===== src/rtl/trap_pkg.sv =====
package trap_pkg;
  typedef enum logic [2:0] {
    CAUSE_NONE = 3'd0,
    CAUSE_NMI  = 3'd1,
    CAUSE_EXT  = 3'd2,
    CAUSE_SW   = 3'd3,
    CAUSE_TMR  = 3'd4,
    CAUSE_EXC  = 3'd5
  } cause_e;

  // source index == priority rank (0 highest)
  localparam int unsigned NSRC    = 5;
  localparam int unsigned SRC_NMI = 0;
  localparam int unsigned SRC_EXT = 1;
  localparam int unsigned SRC_SW  = 2;
  localparam int unsigned SRC_TMR = 3;
  localparam int unsigned SRC_EXC = 4;

  // maskable enable bit positions
  localparam int unsigned NMSK   = 3;
  localparam int unsigned EN_EXT = 0;
  localparam int unsigned EN_SW  = 1;
  localparam int unsigned EN_TMR = 2;
endpackage


===== src/rtl/trap_qualify.sv =====
module trap_qualify
  import trap_pkg::*;
#(
  parameter int unsigned CLS_W = 4
) (
  input  logic             gie_i,
  input  logic [NMSK-1:0]  en_i,
  input  logic [CLS_W-1:0] thr_i,
  input  logic             nmi_blk_i,
  input  logic             nmi_i,
  input  logic             ext_req_i,
  input  logic [CLS_W-1:0] ext_cls_i,
  input  logic             sw_req_i,
  input  logic             tmr_req_i,
  input  logic             exc_req_i,
  output logic [NSRC-1:0]  elig_o
);
  always_comb begin
    elig_o          = '0;
    elig_o[SRC_NMI] = nmi_i & ~nmi_blk_i;
    elig_o[SRC_EXT] = gie_i & en_i[EN_EXT] & ext_req_i & (ext_cls_i > thr_i);
    elig_o[SRC_SW]  = gie_i & en_i[EN_SW] & sw_req_i;
    elig_o[SRC_TMR] = gie_i & en_i[EN_TMR] & tmr_req_i;
    elig_o[SRC_EXC] = exc_req_i;
  end
endmodule


===== src/rtl/trap_pick.sv =====
module trap_pick #(
  parameter int unsigned N = 5
) (
  input  logic [N-1:0] req_i,
  output logic [N-1:0] gnt_o
);
  logic [N-1:0] higher;  // some lower-index request is active

  assign higher[0] = 1'b0;
  for (genvar i = 1; i < N; i++) begin : g_chain
    assign higher[i] = higher[i-1] | req_i[i-1];
  end
  assign gnt_o = req_i & ~higher;

  always_comb begin
    a_r2_single_grant: assert ($onehot0(gnt_o));
    a_r2_grant_if_any: assert ((|req_i) == (|gnt_o));
  end
endmodule


===== src/rtl/trap_state.sv =====
module trap_state
  import trap_pkg::*;
#(
  parameter int unsigned CLS_W = 4
) (
  input  logic             clk_i,
  input  logic             rst_ni,
  input  logic             take_i,
  input  logic             take_nmi_i,
  input  logic             ret_i,
  input  logic             cfg_we_i,
  input  logic             cfg_gie_i,
  input  logic [NMSK-1:0]  cfg_en_i,
  input  logic [CLS_W-1:0] cfg_thr_i,
  output logic             gie_o,
  output logic [NMSK-1:0]  en_o,
  output logic [CLS_W-1:0] thr_o,
  output logic             nmi_blk_o
);
  logic gie_q, gie_saved_q, nmi_blk_q;
  logic [NMSK-1:0]  en_q;
  logic [CLS_W-1:0] thr_q;

  always_ff @(posedge clk_i or negedge rst_ni) begin
    if (!rst_ni) begin
      gie_q       <= 1'b0;
      gie_saved_q <= 1'b0;
    end else if (take_i) begin
      gie_saved_q <= gie_q;
      gie_q       <= 1'b0;
    end else if (ret_i) begin
      gie_q <= gie_saved_q;
    end else if (cfg_we_i) begin
      gie_q <= cfg_gie_i;
    end
  end

  always_ff @(posedge clk_i or negedge rst_ni) begin
    if (!rst_ni) begin
      en_q  <= '0;
      thr_q <= '0;
    end else if (cfg_we_i) begin
      en_q  <= cfg_en_i;
      thr_q <= cfg_thr_i;
    end
  end

  always_ff @(posedge clk_i or negedge rst_ni) begin
    if (!rst_ni)         nmi_blk_q <= 1'b0;
    else if (take_nmi_i) nmi_blk_q <= 1'b1;
    else if (ret_i)      nmi_blk_q <= 1'b0;
  end

  assign gie_o     = gie_q;
  assign en_o      = en_q;
  assign thr_o     = thr_q;
  assign nmi_blk_o = nmi_blk_q;

  a_r7_ret_restores: assert property (@(posedge clk_i) disable iff (!rst_ni)
    (ret_i && !take_i) |=> (gie_q == $past(gie_saved_q)));
endmodule


===== src/rtl/trap_arbiter.sv =====
module trap_arbiter
  import trap_pkg::*;
#(
  parameter int unsigned VEC_W = 8,
  parameter int unsigned CLS_W = 4,
  parameter int unsigned EXC_W = 5
) (
  input  logic             clk_i,
  input  logic             rst_ni,
  input  logic             boundary_i,
  input  logic             trap_ret_i,
  input  logic             cfg_we_i,
  input  logic             cfg_gie_i,
  input  logic [2:0]       cfg_en_i,
  input  logic [CLS_W-1:0] cfg_thr_i,
  input  logic             nmi_i,
  input  logic             ext_req_i,
  input  logic [VEC_W-1:0] ext_vec_i,
  input  logic             sw_req_i,
  input  logic             tmr_req_i,
  input  logic             exc_req_i,
  input  logic [EXC_W-1:0] exc_code_i,
  output logic             take_o,
  output logic [2:0]       cause_o,
  output logic [VEC_W-1:0] code_o,
  output logic             eoi_o,
  output logic             gie_o,
  output logic [2:0]       en_o,
  output logic [CLS_W-1:0] thr_o,
  output logic             nmi_blk_o
);
  localparam int unsigned CLS_LSB = VEC_W - CLS_W;

  logic [NSRC-1:0] elig, gnt;
  logic            arb_en, take;
  cause_e          cause;

  trap_qualify #(.CLS_W(CLS_W)) i_qualify (
    .gie_i     (gie_o),
    .en_i      (en_o),
    .thr_i     (thr_o),
    .nmi_blk_i (nmi_blk_o),
    .nmi_i     (nmi_i),
    .ext_req_i (ext_req_i),
    .ext_cls_i (ext_vec_i[VEC_W-1:CLS_LSB]),
    .sw_req_i  (sw_req_i),
    .tmr_req_i (tmr_req_i),
    .exc_req_i (exc_req_i),
    .elig_o    (elig)
  );

  trap_pick #(.N(NSRC)) i_pick (
    .req_i (elig),
    .gnt_o (gnt)
  );

  // a retiring return owns this boundary; events are seen at the next one
  assign arb_en = boundary_i & ~trap_ret_i;
  assign take   = arb_en & (|elig);

  always_comb begin
    cause  = CAUSE_NONE;
    code_o = '0;
    if (take) begin
      unique case (1'b1)
        gnt[SRC_NMI]: cause = CAUSE_NMI;
        gnt[SRC_EXT]: begin cause = CAUSE_EXT; code_o = ext_vec_i; end
        gnt[SRC_SW]:  cause = CAUSE_SW;
        gnt[SRC_TMR]: cause = CAUSE_TMR;
        gnt[SRC_EXC]: begin cause = CAUSE_EXC; code_o = VEC_W'(exc_code_i); end
        default:      cause = CAUSE_NONE;
      endcase
    end
  end

  assign take_o  = take;
  assign cause_o = cause;
  assign eoi_o   = take & gnt[SRC_EXT];

  trap_state #(.CLS_W(CLS_W)) i_state (
    .clk_i      (clk_i),
    .rst_ni     (rst_ni),
    .take_i     (take),
    .take_nmi_i (take & gnt[SRC_NMI]),
    .ret_i      (trap_ret_i),
    .cfg_we_i   (cfg_we_i),
    .cfg_gie_i  (cfg_gie_i),
    .cfg_en_i   (cfg_en_i),
    .cfg_thr_i  (cfg_thr_i),
    .gie_o      (gie_o),
    .en_o       (en_o),
    .thr_o      (thr_o),
    .nmi_blk_o  (nmi_blk_o)
  );

  a_r1_take_on_boundary: assert property (@(posedge clk_i) disable iff (!rst_ni)
    take_o |-> (boundary_i && !trap_ret_i));
  a_r3_exc_unmasked: assert property (@(posedge clk_i) disable iff (!rst_ni)
    (boundary_i && !trap_ret_i && exc_req_i) |-> take_o);
  a_r3_masked_when_off: assert property (@(posedge clk_i) disable iff (!rst_ni)
    (take_o && !gie_o) |-> (cause_o == CAUSE_NMI || cause_o == CAUSE_EXC));
  a_r5_cls_above: assert property (@(posedge clk_i) disable iff (!rst_ni)
    (take_o && cause_o == CAUSE_EXT) |-> (ext_vec_i[VEC_W-1:CLS_LSB] > thr_o));
  a_r5_thr_kept: assert property (@(posedge clk_i) disable iff (!rst_ni)
    (take_o && !cfg_we_i) |=> $stable(thr_o));
  a_r6_nmi_blocks: assert property (@(posedge clk_i) disable iff (!rst_ni)
    (take_o && cause_o == CAUSE_NMI) |=> nmi_blk_o);
  a_r6_no_nmi_blocked: assert property (@(posedge clk_i) disable iff (!rst_ni)
    nmi_blk_o |-> !(take_o && cause_o == CAUSE_NMI));
  a_r7_ret_unblocks: assert property (@(posedge clk_i) disable iff (!rst_ni)
    trap_ret_i |=> !nmi_blk_o);
  a_r8_gie_cleared: assert property (@(posedge clk_i) disable iff (!rst_ni)
    take_o |=> !gie_o);
  a_r10_eoi_ext_only: assert property (@(posedge clk_i) disable iff (!rst_ni)
    eoi_o == (take_o && cause_o == CAUSE_EXT));
endmodule


===== config.mk =====
export PLATFORM = sky130hd
export DESIGN_NAME = trap_arbiter
export DESIGN_NICKNAME = d
export VERILOG_FILES = /design/src/rtl/trap_pkg.sv /design/src/rtl/trap_qualify.sv /design/src/rtl/trap_pick.sv /design/src/rtl/trap_state.sv /design/src/rtl/trap_arbiter.sv
export SDC_FILE = /design/constraint.sdc
export NUM_CORES = 1
export LEC_CHECK = 0
export ABC_AREA = 1
export BUFFER_PORTS_ARGS = -buffer_cell sky130_fd_sc_hd__clkbuf_2
export CORE_ASPECT_RATIO = 0.75
export CORE_MARGIN = 4
export CORE_UTILIZATION = 41
export CTS_BUF_LIST = sky130_fd_sc_hd__clkbuf_4 sky130_fd_sc_hd__clkbuf_8 sky130_fd_sc_hd__clkbuf_16
export CTS_CLUSTER_SIZE = 28
export DETAILED_ROUTE_END_ITERATION = 10
export PLACE_DENSITY_LB_ADDON = 0.2
export SETUP_SLACK_MARGIN = 0.2
export SYNTH_ARGS = -nofsm -noshare
export SYNTH_HDL_FRONTEND = slang
export SYNTH_SLANG_ARGS = --single-unit

===== constraint.sdc =====
create_clock -name clk_i -period 2.18 [get_ports clk_i]
set_input_delay 0.327 -clock clk_i [delete_from_list [all_inputs] [get_ports clk_i]]
set_output_delay 0.327 -clock clk_i [all_outputs]
set_load 0.05 [all_outputs]

---- Yosys cells after proc, flatten, opt, wreduce, memory -nomap -nowiden ----
Index checks and enable logic that the tools add are counted.
cells by class
  $add $sub $neg .......................... 0
  multiply operators ...................... 0
  divide/modulo/power cells ............... 0
  magnitude comparators ................... 1
  eq/ne operators ......................... 0
  shift-type cells ........................ 0
  mux-type cells .......................... 9
  bitwise logic cells ..................... 19
  reductions and logical operators ........ 3
operator list
  cell                                number
  8-bit case mux with 2 select lines  1
  3-bit case mux with 5 select lines  1
  1-bit AND                           12
  8-bit two-way mux                   1
  5-bit AND                           1
  1-bit two-way mux                   5
  5-bit NOT                           1
  5-bit OR reduction                  1
  4-bit greater-than comparator       1
  3-bit two-way mux                   1
  1-bit OR                            3
  3-bit nonzero test                  1
  1-bit NOT                           2
  2-bit nonzero test                  1
word-level totals
  flip-flop bits (word level) ............. 10
  latch bits .............................. 0
  bits in writable memories ............... 0
  bits in read-only memories .............. 0
  input port bits ......................... 31
  memories kept ........................... 0

---- Logic depth before layout (Yosys ltp) ----
Gate-level depths: netlist of the first run.
  depth in word-level cells ............... 10
  depth in mapped cells ................... 13
  mapped depth without buffers ............ 13

---- By module ----
Synthesis of the first run repeated with hierarchy kept, for this count alone.
unflattened totals
  cells, all modules ...................... 135
  area total of the unflattened synthesis .. 820.8 um^2
modules (own cells, without submodules)
  module        instances  cells an instance  area each (um^2)
  trap_state    1          44                 400.4
  trap_arbiter  1          51                 210.2
  trap_qualify  1          29                 163.9
  trap_pick     1          11                 46.3

---- Least setup slack after synthesis of the first run ----
OpenSTA, ideal clock, no wires.
  path kind ............................... register -> output
  from .................................... reg i_state.thr_q[3] (netlist: i_state.thr_o[3])
  to ...................................... out code_o[7]
  arrival ................................. 2,605 ps
  data required time ...................... 1,853 ps
  path slack .............................. -752 ps
  cell stages (with the launch flop) ...... 10
  path through ............................ dfrtp_1 inv_1 ha_1 nand2_1 nor2_1 nor2_2 nand2_4 nor2_4 inv_2 nor3_1
between the ends
  cells in the longest elaborated chain, start to end .. 9
  elaborated cells between the ends (all ways) .. 11
  classes of those cells .................. order compare: 1; mux: 2; bitwise: 7; reduce/logical: 1
RTL lines
  element                             line                RTL
  start, declared                     trap_state.sv:22    logic [CLS_W-1:0] thr_q;
  start signal, assigned              trap_state.sv:44    thr_q <= cfg_thr_i;
  4-bit greater-than comparator *     trap_qualify.sv:21  elig_o[SRC_EXT] = gie_i & en_i[EN_EXT] & ext_req_i & (ext_cls_i > thr_i);
  1-bit AND *                         trap_qualify.sv:21
  1-bit OR (3 in a row)               trap_pick.sv:11     assign higher[i] = higher[i-1] | req_i[i-1];
  5-bit NOT                           trap_pick.sv:13     assign gnt_o = req_i & ~higher;
  5-bit AND                           trap_pick.sv:13
  8-bit case mux with 2 select lines  trap_arbiter.sv:65  unique case (1'b1)
  8-bit two-way mux *                 trap_arbiter.sv:64  if (take) begin
  end, declared                       trap_arbiter.sv:25  output logic [VEC_W-1:0] code_o,
Mark *: on every way between the ends. The rest lies on a longest branch, timed or not.

---- Worst setup path in the final report of the first run ----
  from .................................... reg i_state.thr_q[1] (netlist: i_state.thr_o[1])
  to ...................................... out code_o[0]
Same word-level chain as after synthesis.

==> results_dict.tcl, run 1 <==
set metrics [dict create \
    gp_congestion 0.780 \
    fmax_ghz 0.416 \
    place_inst 189 \
    start_util_pct 44.3 \
    worstSkewPairLatency_ps 300 \
    io_buffers 52 \
    finalMaxSlewViolations 0 \
    post-route-drc-count 0 \
    cp-end-kind "primary output" \
    peakVddDrop_uv 561 \
    drive_above_1_share_pct 65.4 \
    fin_tns_setup_ps -2360 \
    cap_violations 0 \
    setup_viol 13 \
    violations "setup timing" \
    vias_per_cell 5.25 \
    status "finished with violations" \
    pin_count 53 \
    rsz0062_at_grt "yes" \
    placed_area_um2 1340 \
    final_area_um2 1660 \
    die_area_um2 2690 \
    drt_iter0_drc 40 \
    final.setup.worst_slack_ps -226 \
    grt_pass1_wl_mm 5.48 \
    hpwlAfterDp_mm 2.04 \
    cts_tree "built" \
    detail_route.wl_per_cell_um 17.8 \
    p_leak_nw 0.822 \
    worstMarginPinSlew_ps 428 \
    grt_pass1_vias 1126 \
    worst_setup_path_start_kind "flip-flop" \
    first_pass_iters 4 \
    min_period_ps 2410 \
    core_area_um2 1770 \
    crit_path_max_fanout 6 \
    yosysUniqueCellTypes 21 \
    worst_ep_arrival_time_ps 2080 \
    synth_warnings 0 \
    diodes 0 \
    die_h_um 45.9 \
    yosysSeqAreaShare_pct 31.8 \
    cts-root-buf "clkbuf_4" \
    cts_buffers 3 \
    htree_levels 1 \
    die_w_um 58.6 \
    clkSinkCount 10 \
    critPathKind "flip-flop to primary output" \
    power_density_nw_per_um2 490 \
    fin_crit_sh_pct 110 \
    path_clk_slew_ps 70 \
    rows 13 \
    worst_ep_required_time_ps 1850 \
    syn2layout_area_growth_pct 111 \
    ys_seq_elements 10 \
    grt_overflow_total 0 \
    slew_headroom_pct 71.4 \
    avgSynthCellArea_um2 6.89 \
    wirelength_mm 3.63 \
    finalHoldViolCount 0 \
    syn-cell-area_um2 786 \
    final_cells 204 \
    grt_max_degree 12 \
    detail-route-antenna-nets 0 \
    grt_usage_pct 28.7 \
    synthCells 114 \
    finClkSkew_ps 10.8 \
    cts_buffer_depth 2 \
    num-nets-final 218 \
    hold_path.class "input port to flip-flop" \
    synth_nets 149 \
    power_w 0.000812 \
    vias 1072 \
    antenna_found_initial 0 \
]
## cell usage in the layout, fill, tap and decap left out, types with 2 or more instances in the layout
cell,n
nor2_2,5
buf_12,6
inv_2,4
buf_4,7
mux2_2,4
inv_1,20
ha_4,4
nand2_2,5
a21oi_4,3
nor2_4,11
buf_8,8
nand3_1,4
dfrtp_2,4
o21ai_0,5
nand4_4,2
nand2_4,4
clkbuf_2,39
nor2_1,14
clkbuf_4,3
nand2_1,10
dfrtp_1,6
buf_6,3
## cell type report
| type | count | area [um^2] |
|---|---|---|
| repair buffers | 66 | 584 |
| fillers | 52 | 116 |
| multi-input cells | 76 | 649 |
| clock buffers | 4 | 36.3 |
| flip-flops and latches | 10 | 255 |
| well taps | 22 | 27.5 |
| inverters | 26 | 104 |
## state kept, by name, indices dropped and copies added (netlist names)
signal               count
i_state.thr_o            4
i_state.en_o             3
i_state.gie_o            1
i_state.gie_saved_q      1
i_state.nmi_blk_o        1
## synthesized netlist by cell type (all sizes together)
library cell,n,area [um^2]
inv,26,97.6
mux2i,1,10.0
nor2,30,123
o21ai,5,25.0
buf,1,11.3
nand3,4,20.0
clkbuf,1,3.75
mux2,4,45.0
nand4,3,31.3
nor3,1,5.00
nand2,19,81.3
ha,4,50.1
dfrtp,10,250
a21oi,5,32.5
## through the flow
| stage | worst slack, ps | util (%) | hold WS [ps] |
|---|---|---|---|
| 3_3_place_gp | 34.3 | 75.6 | 198 |
| 2_1_floorplan | -10.5 | - | 31.4 |
| 3_5_place_dp | -32.6 | 75.6 | 212 |
| 4_1_cts | -147 | 91.0 | 277 |
| 5_1_grt | -326 | 93.4 | 246 |
| 6_report | -226 | 93.4 | 259 |
## kinds of logic after synthesis
logic type | after synthesis | synth area share [%]
AOI/OAI and AO/OA | 10 | 7.32
adders and majority gates | 4 | 6.37
buffers and inverters | 28 | 14.3
DFF | 10 | 31.8
muxes | 5 | 7.01
and+or+nand+nor | 57 | 33.1
## worst max-delay path, cell delays in order, from the launching register on
cell,delay (ps)
dfrtp_2,360
inv_2,50
ha_4,290
nand2_2,50
nand2_2,70
nand2_2,60
nand2_2,70
nand2_4,90
nand4_4,90
nand2_4,90
buf_6,140
buf_12,140
nor2_4,120
buf_8,150
## power by group
part           leakage, nW  total, W  switching, W  internal [W]
logic                0.684  0.000396      0.000244      0.000151
registers            0.117  0.000229     0.0000208      0.000208
clock network       0.0210  0.000187     0.0000852      0.000102
## routing by layer
layer / GRT usage [%] / up-vias / wire length, um
met5: 0 / - / 0
met4: 13.0 / 0 / 108
met3: 9.63 / 17 / 251
met2: 54.1 / 58 / 1920
met1: 29.0 / 512 / 1350
li1: - / 485 / -
## worst paths after layout
check | cells past startpoint | endpoint | slack (ps) | startpoint
worst max-delay path | 13 | code_o[0] | -230 | i_state.thr_o[1]
worst min-delay path | 3 | i_state.thr_o[1] | 260 | cfg_thr_i[1]
worst max register to register | 12 | i_state.gie_saved_q | 280 | i_state.thr_o[0]
worst min register to register | 2 | i_state.gie_saved_q | 500 | i_state.gie_saved_q
max in group asynchronous | 2 | i_state.thr_o[1] | 1480 | rst_ni
min in group asynchronous | 2 | i_state.en_o[1] | 450 | rst_ni
## what timing repair did
action / 4_1_cts / 5_1_grt
pin swaps: 15 / 7
hold buffers: 1 / 0
endpoints found under the hold margin: 10 / 0
buffers inserted: 8 / 1
resized for setup: 31 / 18
setup endpoints to repair: 13 / 13
cloned: 1 / 0
(Power assumes the default switching activity.)
==> run 2: changes to the inputs <==
--- a/config.mk
+++ b/config.mk
@@ -14,7 +14,7 @@
 export CTS_CLUSTER_SIZE = 28
 export DETAILED_ROUTE_END_ITERATION = 10
 export PLACE_DENSITY_LB_ADDON = 0.2
-export SETUP_SLACK_MARGIN = 0.2
+export SETUP_SLACK_MARGIN = 0.02
 export SYNTH_ARGS = -nofsm -noshare
 export SYNTH_HDL_FRONTEND = slang
 export SYNTH_SLANG_ARGS = --single-unit
==> run 2 against run 1 <==
Against the previous run: the flow still finishes with violations (setup timing); via count up 2.4%; register-to-register slack worse by 80 ps; die area unchanged; non-clock buffer count shrank 1; fmax fell by 1.2%.
==> results_dict.tcl, run 2 (synthesis gave the netlist of run 1 again) <==
set metrics [dict create \
    cts_buffers 3 \
    core_area_um2 1770 \
    critPathKind "flip-flop to primary output" \
    place_inst 189 \
    worstMarginPinSlew_ps 552 \
    worst_setup_path_start_kind "flip-flop" \
    path_clk_slew_ps 70 \
    die_h_um 45.9 \
    final_cells 204 \
    path_common_cell "nand2_2" \
    grt_max_degree 12 \
    cp-end-kind "primary output" \
    vias 1098 \
    cts-root-buf "clkbuf_4" \
    syn2layout_area_growth_pct 112 \
    num-nets-final 218 \
    start_util_pct 44.3 \
    grt_pass1_vias 1168 \
    die_area_um2 2690 \
    p_leak_nw 0.805 \
    cpPeakStageDelay_ps 410 \
    violations "setup timing" \
    worst_ep_arrival_time_ps 2110 \
    status "finished with violations" \
    diodes 0 \
    fmax_ghz 0.411 \
    clkSinkCount 10 \
    drive_above_1_share_pct 71.4 \
    layout_commonest_cell "clkbuf_2" \
    hold_path.class "input port to flip-flop" \
    antenna_found_initial 0 \
    rrSetupSlack_ps 200 \
    power_density_nw_per_um2 469 \
    finalHoldViolCount 0 \
    grt_overflow_total 0 \
    cap_violations 0 \
    crit_buf_inv 2 \
    io_buffers 52 \
    rsz0062_at_grt "yes" \
    hpwlAfterDp_mm 2.02 \
    wirelength_mm 3.92 \
    slew_headroom_pct 63.1 \
    pin_count 53 \
    fin_crit_sh_pct 112 \
    worstSkewPairLatency_ps 270 \
    finClkSkew_ps 2.73 \
    setup_viol 13 \
    path_delay_family "simple AND/OR/NAND/NOR gates" \
    rows 13 \
    cts_tree "built" \
    peakVddDrop_uv 740 \
    drt_iter0_drc 54 \
    grt_pass1_wl_mm 5.76 \
    dp_slack_ps -103 \
    detail_route.wl_per_cell_um 19.2 \
    slowest_stage "dfrtp_2" \
    min_period_ps 2430 \
    detail-route-antenna-nets 0 \
    crit_path_max_fanout 6 \
    finalMaxSlewViolations 0 \
    grt_usage_pct 29.9 \
    gp_congestion 0.813 \
    cts_buffer_depth 2 \
    final.setup.worst_slack_ps -255 \
    vias_per_cell 5.38 \
    path_cells "inv_2 -> ha_4 -> nand2_2 -> nand2_2 -> nand2_2 -> nand2_2 -> nand2_4 -> nand4_4 -> nor2_4 -> nor2_2 -> nor2_4 -> clkbuf_8" \
    largest_reg_flops 4 \
    die_w_um 58.6 \
    worst_ep_required_time_ps 1850 \
    first_pass_iters 4 \
    post-route-drc-count 0 \
    fin_tns_setup_ps -2720 \
    htree_levels 1 \
    mostFrequentLayoutCells "clkbuf_2 (39), inv_1 (20), nor2_4 (15)" \
    fillers 59 \
]
run 2: cell types whose count changed in the layout (fill, tap and decap cells not counted), sizes merged:
cell      change
buf           -4
clkbuf        +3
clkinvlp      -1
inv           +1
nand2         +1
run 2: final cells by class:
cell class / count / area [um^2] / area share (%)
multi-input cells: 77 / 723 / 43.4
repair buffers: 65 / 524 / 31.4
flip-flops and latches: 10 / 255 / 15.3
inverters: 26 / 108 / 6.45
clock buffers: 4 / 30.0 / 1.80
well taps: 22 / 27.5 / 1.65
run 2: layer usage:
metal	routed length, um	global-route usage (%)
met5	0	0
met4	173	10.6
met3	226	7.65
met2	2100	57.7
met1	1420	31.7
run 2: path summary, 6_finish.rpt:
kind                       depth (start not counted)           startpoint                  end
max                                               12     i_state.thr_o[1]            code_o[0]
min                                                3         cfg_thr_i[2]     i_state.thr_o[2]
max reg2reg                                       14     i_state.thr_o[1]  i_state.gie_saved_q
min reg2reg                                        2  i_state.gie_saved_q  i_state.gie_saved_q
max in group asynchronous                          2               rst_ni     i_state.thr_o[0]
min in group asynchronous                          2               rst_ni      i_state.en_o[0]
run 2: stage by stage:
stage | instance area [um^2] | hold slack [ps] | power (W) | util, %
after global routing | 1670 | 270 | 0.000822 | 94.1
after floorplan | 962 | 31.4 | 0.000437 | -
after CTS | 1590 | 259 | 0.000734 | 89.6
after detailed placement | 1310 | 204 | 0.000528 | 73.8
final | 1670 | 266 | 0.000782 | 94.1
after global placement | 1310 | 200 | 0.000516 | 73.8
run 2: worst min-delay path, delay by kind of cell:
family          cells  cell delay, ps
buf+inv             1              70
compound gates      1              60
simple gates        1              40
run 2: report_power, final:
| group | switching (W) | total [W] | internal (W) |
|---|---|---|---|
| clock | 0.0000653 | 0.000149 | 0.0000833 |
| sequential | 0.0000210 | 0.000229 | 0.000208 |
| combinational | 0.000259 | 0.000404 | 0.000145 |
run 2: timing repair:
item	CTS	global route
endpoints found under the setup margin	13	13
gates resized for setup	43	22
hold buffers	1	0
setup buffers	7	2
gates cloned	1	0
pin swaps	12	5
endpoints found under the hold margin	10	0
==> run 3: changes to the inputs <==
--- a/config.mk
+++ b/config.mk
@@ -6,13 +6,12 @@
 export NUM_CORES = 1
 export LEC_CHECK = 0
 export ABC_AREA = 1
-export BUFFER_PORTS_ARGS = -buffer_cell sky130_fd_sc_hd__clkbuf_2
-export CORE_ASPECT_RATIO = 0.75
 export CORE_MARGIN = 4
-export CORE_UTILIZATION = 41
+export CORE_UTILIZATION = 60
 export CTS_BUF_LIST = sky130_fd_sc_hd__clkbuf_4 sky130_fd_sc_hd__clkbuf_8 sky130_fd_sc_hd__clkbuf_16
 export CTS_CLUSTER_SIZE = 28
 export DETAILED_ROUTE_END_ITERATION = 10
+export DONT_BUFFER_PORTS = 1
 export PLACE_DENSITY_LB_ADDON = 0.2
 export SETUP_SLACK_MARGIN = 0.02
 export SYNTH_ARGS = -nofsm -noshare
==> run 3 against run 2 <==
Against the previous run: the run now fails in detailed placement; synthesized cell count unchanged; area after synthesis unchanged.
==> results_dict.tcl, run 3 <==
set metrics [dict create \
    synth_top_family_by_area "simple AND/OR/NAND/NOR gates" \
    synth-async-reset-ratio_pct 100 \
    synth-simple-area-share_pct 33.1 \
    io_buffers 0 \
    synthTopCellsByArea "dfrtp_1 (32%), nor2_1 (13%), inv_1 (12%)" \
    yosys.area.top_type_share_pct 31.8 \
    avgSynthCellArea_um2 6.89 \
    synth_compound_area_share_pct 7.32 \
    status "did not finish" \
    haltStage "detailed placement" \
    yosysSeqAreaShare_pct 31.8 \
    synth_warnings 0 \
    synthCells 114 \
    yosysTopAreaCell "dfrtp_1" \
    die_h_um 44.2 \
    yosys.area_share.xor_xnor_pct 0 \
    pin_count 53 \
    gp_congestion 0.824 \
    synth_ff_type "dfrtp_1" \
    die_w_um 44.2 \
    error "[ERROR DPL-0038] Utilization greater than 100%, impossible to legalize" \
    yosysMostFrequentCell "nor2_1" \
    syn-cell-area_um2 786 \
    yosys-mux-area-fraction_pct 7.01 \
    yosysUniqueCellTypes 21 \
    ys_seq_elements 10 \
    netlist_top_cells_count "nor2_1 (28), inv_1 (25), nand2_1 (17)" \
    start_util_pct 67.1 \
    rows 12 \
    synth_edf_count 0 \
    synth_nets 149 \
    synthAdderAreaFrac_pct 6.37 \
]
[run 3: cell counts after synthesis]
No cell type changed its count.
[run 3: kinds of logic after synthesis]
kind of cell             after synthesis
flip-flops                            10
adder cells (fa/ha/maj)                4
buffers and inverters                 28
AO/OA/AOI/OAI                         10
multiplexers                           5
AND/OR/NAND/NOR                       57
[run 3: stage by stage]
stage | setup slack, ps | cell area (um^2)
after global placement | 184 | 1280
after floorplan | -12.0 | 962
==> run 4: changes to the inputs <==
==> config.mk (replaced) <==
export PLATFORM = sky130hd
export DESIGN_NAME = trap_arbiter
export DESIGN_NICKNAME = d
export VERILOG_FILES = /design/src/rtl/trap_pkg.sv /design/src/rtl/trap_qualify.sv /design/src/rtl/trap_pick.sv /design/src/rtl/trap_state.sv /design/src/rtl/trap_arbiter.sv
export SDC_FILE = /design/constraint.sdc
export NUM_CORES = 1
export LEC_CHECK = 0
export ABC_AREA = 1
export CORE_AREA = 4 4 65 67
export DETAILED_ROUTE_END_ITERATION = 10
export DIE_AREA = 0 0 69 71
export DONT_BUFFER_PORTS = 1
export PLACE_DENSITY_LB_ADDON = 0.15
export SYNTH_ARGS = -nofsm -noshare
export SYNTH_HDL_FRONTEND = slang
export SYNTH_SLANG_ARGS = --single-unit
==> run 4 against run 3 <==
Against the previous run: the flow now finishes, with violations (setup timing).
==> results_dict.tcl, run 4 (synthesis gave the netlist of run 1 again) <==
set metrics [dict create \
    status "finished with violations" \
    violations "setup timing" \
    fmax_ghz 0.447 \
    cts_buffers 3 \
    grt_pass1_wl_mm 4.12 \
    antenna_found_initial 0 \
    worstSkewPairLatency_ps 230 \
    crit_path_start "i_state.thr_o[3]" \
    crit_path_max_fanout 7 \
    finClkSkew_ps 2.12 \
    hold_start "cfg_we_i" \
    utilization_pct 42.6 \
    cp-end-kind "primary output" \
    grt_pass1_vias 874 \
    grt_max_degree 12 \
    grt_overflow_total 0 \
    cts-root-buf "clkbuf_8" \
    drt_iter0_drc 9 \
    cts_tree "built" \
    rrSetupSlack_ps 340 \
    hold_path.class "input port to flip-flop" \
    largest_reg_flops 4 \
    cts_buffer_depth 2 \
    detail-route-antenna-nets 0 \
    rows 22 \
    p_leak_nw 0.698 \
    vias_per_cell 4.23 \
    rsz0062_at_grt "yes" \
    final_cells 198 \
    power_w 0.000760 \
    syn2layout_area_growth_pct 97.0 \
    finalMaxSlewViolations 0 \
    path_clk_slew_ps 50 \
    core_area_um2 3630 \
    power_density_nw_per_um2 491 \
    grt_usage_pct 10.3 \
    final.setup.worst_slack_ps -56.2 \
    worst_setup_path_start_kind "flip-flop" \
    wirelength_mm 2.41 \
    post-route-drc-count 0 \
    die_area_um2 4900 \
    place_inst 183 \
    dp_slack_ps 104 \
    critPathKind "flip-flop to primary output" \
    htree_levels 1 \
    r2r-start "i_state.thr_o[3]" \
    diodes 0 \
    finalHoldViolCount 0 \
    die_w_um 69 \
    worst_ep_required_time_ps 1850 \
    peakVddDrop_uv 389 \
    gp_congestion 0.725 \
    slew_headroom_pct 52.3 \
    setup_viol 8 \
    fin_crit_sh_pct 103 \
    clkSinkCount 10 \
    cap_violations 0 \
    num-nets-final 186 \
    vias 838 \
    layout_commonest_cell "inv_1" \
    hpwlAfterDp_mm 1.95 \
    worstMarginPinSlew_ps 713 \
    mostFrequentLayoutCells "inv_1 (21), nor2_1 (18), buf_4 (17)" \
    io_buffers 0 \
    die_h_um 71 \
    start_util_pct 21.6 \
    detail_route.wl_per_cell_um 12.2 \
    first_pass_iters 4 \
    pin_count 53 \
    drive_above_1_share_pct 54.0 \
    worst_ep_arrival_time_ps 1910 \
    min_period_ps 2240 \
]
-- run 4: final timing paths --
check / endpoint / cells past startpoint
hold reg to reg: i_state.gie_saved_q / 2
max in group asynchronous: i_state.thr_o[1] / 1
hold / removal: i_state.thr_o[2] / 1
setup reg to reg: i_state.gie_saved_q / 13
min in group asynchronous: i_state.en_o[0] / 1
setup / recovery: code_o[0] / 12
-- run 4: metal layers --
| layer | vias to the layer above | wire length, um | GRT usage [%] |
|---|---|---|---|
| met4 | 0 | 30 | 4.56 |
| met1 | 370 | 994 | 11.9 |
| met2 | 44 | 1150 | 17.2 |
| li1 | 420 | - | - |
| met3 | 4 | 239 | 3.69 |
| met5 | - | 0 | 0 |
-- run 4: final cells by class --
type,instances,area [um^2]
clock buffer,4,45.0
timing repair buffer,33,412
inverter,26,103
multi-input combinational,77,673
fill,394,2090
sequential,10,255
tap,48,60.1
-- run 4: power by group --
group | switching, W | internal, W | total [W]
clock network | 0.0000688 | 0.000128 | 0.000197
registers | 0.0000138 | 0.000209 | 0.000222
logic | 0.000212 | 0.000129 | 0.000341
-- run 4: what timing repair did --
| action | in CTS | in global routing |
|---|---|---|
| hold endpoints to repair | 10 | 0 |
| pin swaps | 10 | 4 |
| hold buffers | 1 | 0 |
| setup buffers | 6 | 3 |
| gates cloned | 1 | 0 |
| gates resized for setup | 7 | 15 |
| endpoints found under the setup margin | 13 | 13 |
-- run 4: stage by stage --
stage	TNS, ps	area (um^2)	hold WS [ps]
final	-291	1550	195
after CTS	-444	1470	193
after floorplan	-12.0	962	31.4
after detailed placement	0	1320	31.7
after global placement	0	1320	31.7
after global routing	-1870	1550	193
-- run 4: worst max-delay path: stages (launching register included) --
cell	delay, ps
dfrtp_2	400
inv_2	80
ha_4	210
nand2_4	70
inv_2	30
nand2_2	60
nand2_2	50
nand2_4	120
nand4_4	170
nor2_1	150
nor2_1	70
nor2_4	100
buf_12	140
